$ cat config.mk
export PLATFORM = sky130hd
export DESIGN_NAME = boot_frame_acc
export DESIGN_NICKNAME = d
export VERILOG_FILES = /design/src/rtl/boot_frame_acc.sv
export SDC_FILE = /design/constraint.sdc
export NUM_CORES = 1
export LEC_CHECK = 0
export BUFFER_PORTS_ARGS = -buffer_cell sky130_fd_sc_hd__buf_2
export CAP_MARGIN = 15
export CORE_ASPECT_RATIO = 1.1
export CORE_MARGIN = 2
export CORE_UTILIZATION = 45
export CTS_BUF_LIST = sky130_fd_sc_hd__clkbuf_4 sky130_fd_sc_hd__clkbuf_8
export DETAILED_ROUTE_END_ITERATION = 8
export GPL_ROUTABILITY_DRIVEN = 0
export PLACE_DENSITY = 0.72
export RECOVER_POWER = 25
export SLEW_MARGIN = 20
export SYNTH_ARGS = -nofsm -noshare
export SYNTH_HDL_FRONTEND = slang
export SYNTH_SLANG_ARGS = --single-unit
export TNS_END_PERCENT = 100
$ cat constraint.sdc
create_clock -name clk_i -period 2.6 [get_ports clk_i]
set_input_delay 0.13 -clock clk_i [delete_from_list [all_inputs] [get_ports clk_i]]
set_output_delay 0.13 -clock clk_i [all_outputs]
set_load 0.1 [all_outputs]
$ cat src/rtl/boot_frame_acc.sv
// Running modulo-256 sum and sticky receive-error flag for one frame
module boot_frame_acc (
  input  logic       clk_i,
  input  logic       rst_ni,
  input  logic       clr_i,
  input  logic       take_i,
  input  logic       sync_mode_i,
  input  logic [7:0] data_i,
  input  logic       err_i,
  output logic [7:0] sum_nxt_o,
  output logic       err_nxt_o
);
  logic [7:0] sum_q;
  logic       err_q;

  assign sum_nxt_o = sum_q + data_i;
  assign err_nxt_o = err_q | (err_i & ~sync_mode_i);

  always_ff @(posedge clk_i or negedge rst_ni) begin
    if (!rst_ni) begin
      sum_q <= '0;
      err_q <= 1'b0;
    end else if (clr_i) begin
      sum_q <= '0;
      err_q <= 1'b0;
    end else if (take_i) begin
      sum_q <= sum_nxt_o;
      err_q <= err_nxt_o;
    end
  end
endmodule

Word level (Yosys, flattened, before mapping)
Cells that the tools add are included.

operators by class
  add/subtract/negate cells = 1
  muxes and demuxes = 4
  bitwise operators = 3
  reduce and logical (&&, ||, !) cells = 1

operator list
  operator            count
  $mux W8             2
  $add A8 B8 Y8       1
  $mux W1             2
  $reduce_bool A2 Y1  1
  $and A1 B1 Y1       1
  $not A1 Y1          1
  $or A1 B1 Y1        1

word-level totals
  bits in registers = 9
  input bits = 14

Logic depth before layout (Yosys ltp)
  depth after elaboration = 5
  depth in mapped cells = 7

Worst setup path before layout
No wires, ideal clock.

  path type = reg2reg
  from = register sum_q[2]
  to = register sum_q[5]
  setup time = 74 ps
  arrival time = 2932 ps
  required time = 2526 ps
  path slack = -407 ps
  stages on the path, launching flop included = 7
  clock period less this slack = 3007 ps
  cell sequence = dfrtp_1 ha_1 nand3_1 nand2_1 a31oi_1 xnor2_1 a22o_1

on the way
  cells in the longest elaborated chain, start to end = 3

ends and longest elaborated chain
  element                 RTL line  RTL
  from (decl)             13        logic [7:0] sum_q;
  from (signal assigned)  27        sum_q <= sum_nxt_o;
  $add A8 B8 Y8           16        assign sum_nxt_o = sum_q + data_i;
  net sum_nxt_o[5]        10        output logic [7:0] sum_nxt_o,
  $mux W8                 26        end else if (take_i) begin
  $mux W8                 23        end else if (clr_i) begin

The timed path passes the listed nets, and every way through them passes these cells. The select of a mux whose other input is x is not followed.
A chain may end at the register's enable or synchronous reset.

Worst setup path after layout
  from = register sum_q[0]
  to = output port sum_nxt_o[6]

on the way
  cells in the longest elaborated chain, start to end = 1

ends and longest elaborated chain
  element        RTL line
  $add A8 B8 Y8  16
  to (decl)      10

No other way between the ends.

==> results.py <==
metrics = {
    "route": {
        "dr_total_vias": 594,
        "final_antenna_net_count": 0,
        "number_of_search_and_repair_iterations_in_the_first_detailed_routing_pass": 4,
        "drt_wl_total_um": 1406,
        "routed_length_per_placed_instance_um": 12.44,
        "routed_via_density": 5.257,
        "dr.first_iter.drc_count": 6,
        "route.detailed.drc": 0,
    },
    "layout": {
        "flow.area_growth_from_synthesis_pct": 32.31,
        "stdcell_area_um2": 917.1,
        "proportion_of_layout_cells_with_a_drive_suffix_above_1_pct": 38.14,
        "n_fill_cell": 124,
        "final_net_count": 120,
        "diodes": 0,
    },
    "setup_path": {
        "setup.worst_path.class": "register to output pin",
        "critPathLaunchType": "register",
        "critical_path_arrival_ps": 2310,
        "max_stage_delay_cell_worst_path": "sky130_fd_sc_hd__dfrtp_1",
        "timing.critical_path.cells": "ha_1 > fa_2 > a21o_2 > a21oi_2 > o21ai_1 > nor2_2 > xnor2_2 > buf_12",
        "critical_path_required_ps": 2470,
        "max_stage_delay_ps": 380,
        "setup.worst_path.end_class": "output pin",
        "worst_path_max_fanout": 3,
    },
    "pwr": {
        "total_power_mw": 0.8668,
        "vdd_ir_drop_max_mv": 0.5505,
        "power_density_nw_per_um2": 945.2,
        "p_leak_nw": 0.4890,
    },
    "sta": {
        "setup_repair_after_global_routing_missed_its_margin": "false",
        "final_min_period_over_clock_period_pct": 93.97,
        "fmax_ghz": 0.4093,
        "hold_viol_final": 0,
        "finalHoldWorstSlack_ps": 185.8,
        "worst_clock_skew_ps": 4.444,
        "setup_viol_count_final": 0,
        "max_slew.worst_pin.slew_ps": 515.9,
        "tns_ps": 0,
        "max_slew_margin_pct": 65.61,
        "report.final.slew_viol_count": 0,
        "min_period_ps": 2443,
    },
    "clocking": {
        "root_buffer": "sky130_fd_sc_hd__clkbuf_4",
        "tritoncts_clock_tree": "done",
        "total_cts_buffers": 3,
        "cts_post_setup_buffers_inserted": 0,
        "ctsLongestPathBuffers": 2,
        "cts.sink_count": 9,
        "clk_latency_ps": 260,
        "clkSlewWorstSetupHoldPaths_ps": 60,
        "htree_levels": 1,
    },
    "global_routing": {
        "grt_pass1_vias": 576,
        "grt_pass1_wl_um": 2359,
        "gr-usage-all-layers_pct": 16.87,
        "grt_start_max_net_pins": 12,
        "grt_overflow": 0,
        "number_of_antenna_violations_at_the_first_check_in_global_routing": 0,
    },
    "logic_synthesis": {
        "synth.cell_area_um2": 693.2,
        "syn_avg_cell_area_um2": 9.495,
        "yosysSeqAreaShare_pct": 32.49,
        "synth_warnings": 0,
        "synth.distinct_cells": 30,
        "synthesis.nets": 95,
        "ys_seq_elements": 9,
        "synthesis.instances": 73,
    },
    "placement": {
        "placed_cell_area_um2": 867.1,
        "place_hpwl_um": 1141,
        "portBuffers": 22,
    },
    "floorplan": {
        "core_region_area_um2": 1401,
        "top_level_ports": 23,
        "dieWidth_um": 41.42,
        "floorplan.die.height_um": 45.17,
        "initial_core_util_pct": 49.46,
        "die-area_um2": 1871,
        "rows": 14,
    },
    "hold_path": {
        "path_category_of_the_worst_min_delay_check": "input pin to register",
    },
    "status": {
        "status": "complete, no violations",
    },
    "flow_run": {
        "max-cap-violations": 0,
    },
}
==> where the power goes <==
part | total (mW) | switching, mW | internal (mW) | leakage (nW)
sequential | 0.171 | 0.0132 | 0.158 | 0.120
clock | 0.120 | 0.0504 | 0.0696 | 0.0184
combinational | 0.576 | 0.426 | 0.150 | 0.351
==> cell usage in the layout, fill, tap and decap left out <==
cell type / count
sky130_fd_sc_hd__nor2b_1: 2
sky130_fd_sc_hd__nor3_1: 1
sky130_fd_sc_hd__mux2_1: 1
sky130_fd_sc_hd__xor2_1: 1
sky130_fd_sc_hd__and3b_1: 1
sky130_fd_sc_hd__a21o_1: 1
sky130_fd_sc_hd__dlygate4sd3_1: 1
sky130_fd_sc_hd__mux2i_1: 6
sky130_fd_sc_hd__nand3b_1: 1
sky130_fd_sc_hd__a21o_2: 1
sky130_fd_sc_hd__a22o_1: 1
sky130_fd_sc_hd__fa_2: 1
sky130_fd_sc_hd__o21ai_1: 1
sky130_fd_sc_hd__nor2_2: 1
sky130_fd_sc_hd__inv_1: 3
sky130_fd_sc_hd__nand4_1: 1
sky130_fd_sc_hd__nand3_2: 1
sky130_fd_sc_hd__ha_1: 7
sky130_fd_sc_hd__xor2_2: 2
sky130_fd_sc_hd__clkbuf_4: 5
sky130_fd_sc_hd__buf_2: 19
sky130_fd_sc_hd__nand3_1: 2
sky130_fd_sc_hd__dfrtp_1: 9
sky130_fd_sc_hd__xnor2_2: 4
sky130_fd_sc_hd__buf_12: 1
sky130_fd_sc_hd__clkbuf_1: 1
sky130_fd_sc_hd__nor2_1: 9
sky130_fd_sc_hd__nand2b_1: 1
sky130_fd_sc_hd__nand2_1: 4
sky130_fd_sc_hd__a21oi_2: 2
sky130_fd_sc_hd__a21oi_1: 3
sky130_fd_sc_hd__a32oi_1: 1
sky130_fd_sc_hd__o211ai_1: 1
sky130_fd_sc_hd__a31oi_1: 1
==> timing repair <==
action                                  4_1_cts  5_1_grt
hold endpoints to repair                      9        0
resized for setup                             1        4
endpoints found under the setup margin        1        2
hold buffers                                  1        0
pin swaps                                     0        1
==> layer usage <==
layer	vias to the layer above	global-route usage, %	share of wire [%]	wire length [um]
met3	2	4.000	3.8	53
met2	12	28.44	52	727
met4	0	7.742	0.43	6
li1	300	-	-	-
met5	-	0	0	0
met1	280	20.71	44	618
==> cells in the mapped netlist <==
library cell | instances | area share (%)
sky130_fd_sc_hd__dfrtp_1 | 9 | 32
sky130_fd_sc_hd__a21o_1 | 1 | 1.1
sky130_fd_sc_hd__nor2_1 | 10 | 5.4
sky130_fd_sc_hd__nand4_1 | 1 | 0.90
sky130_fd_sc_hd__mux2_1 | 1 | 1.6
sky130_fd_sc_hd__and3b_1 | 1 | 1.3
sky130_fd_sc_hd__a31oi_1 | 1 | 0.90
sky130_fd_sc_hd__xnor2_1 | 4 | 5.1
sky130_fd_sc_hd__buf_4 | 1 | 1.1
sky130_fd_sc_hd__nand3_2 | 1 | 1.4
sky130_fd_sc_hd__inv_1 | 3 | 1.6
sky130_fd_sc_hd__nor3_1 | 1 | 0.72
sky130_fd_sc_hd__nand2_1 | 4 | 2.2
sky130_fd_sc_hd__xor2_1 | 3 | 3.8
sky130_fd_sc_hd__a32oi_1 | 1 | 1.3
sky130_fd_sc_hd__mux2i_1 | 6 | 8.7
sky130_fd_sc_hd__ha_1 | 7 | 13
sky130_fd_sc_hd__nand3b_1 | 1 | 1.1
sky130_fd_sc_hd__fa_1 | 1 | 2.9
sky130_fd_sc_hd__nand2b_1 | 1 | 0.90
sky130_fd_sc_hd__o21ai_0 | 1 | 0.72
sky130_fd_sc_hd__nand3_1 | 2 | 1.4
sky130_fd_sc_hd__clkbuf_1 | 1 | 0.54
sky130_fd_sc_hd__buf_2 | 1 | 0.72
sky130_fd_sc_hd__a21oi_1 | 4 | 2.9
sky130_fd_sc_hd__o211ai_1 | 1 | 1.1
sky130_fd_sc_hd__a21oi_2 | 1 | 1.3
sky130_fd_sc_hd__a21o_2 | 1 | 1.3
sky130_fd_sc_hd__a22o_1 | 1 | 1.3
sky130_fd_sc_hd__nor2b_1 | 2 | 1.8
==> cell families (layout without fill, tap and decap cells) <==
family	Yosys count	after routing	synth area share (%)
buf+inv	6	30	3.970
flops	9	9	32.49
fa+ha+maj	8	8	15.52
compound gates	12	12	11.73
mux	7	7	10.29
simple gates	24	24	17.15
xor+xnor	7	7	8.845
==> stage by stage <==
stage               setup WS, ps  cells  util (%)
floorplan                  211.1     73         -
global placement           273.8    108     61.88
detailed placement         201.5    108     61.88
CTS                        2.824    113     65.00
global route               61.61    113     65.45
finish                     156.8    113     65.45
==> flip-flops by register name (all words and copies together) (netlist names) <==
name / count
sum_q: 8
err_q: 1
==> area by class of cell <==
class / count / area, um2 / area share (%)
Multi-Input combinational cell: 58 / 494.2 / 53.89
Sequential cell: 9 / 225.2 / 24.56
Timing Repair Buffer: 23 / 136.4 / 14.87
Clock buffer: 4 / 30.03 / 3.274
Tap cell: 16 / 20.02 / 2.183
Inverter: 3 / 11.26 / 1.228
==> path summary, 6_finish.rpt <==
path	start	endpoint	cells past startpoint	slack, ps
max	sum_q[0]	sum_nxt_o[6]	8	160
min	clr_i	sum_q[3]	2	190
max reg2reg	sum_q[2]	sum_q[7]	6	680
min reg2reg	sum_q[6]	sum_q[6]	2	530
max in group asynchronous	rst_ni	sum_q[7]	2	1910
min in group asynchronous	rst_ni	sum_q[4]	2	340
==> critical path, delay by kind of cell (launching register included) <==
family                     cells  cell delay [ps]
xor gates and xnor gates       1              150
buffers and inverters          1              200
and+or+nand+nor                1              170
AOI/OAI and AO/OA              3              570
adders and majority gates      2              580
DFF                            1              380
Note: power is estimated with default switching activity, not from simulation.
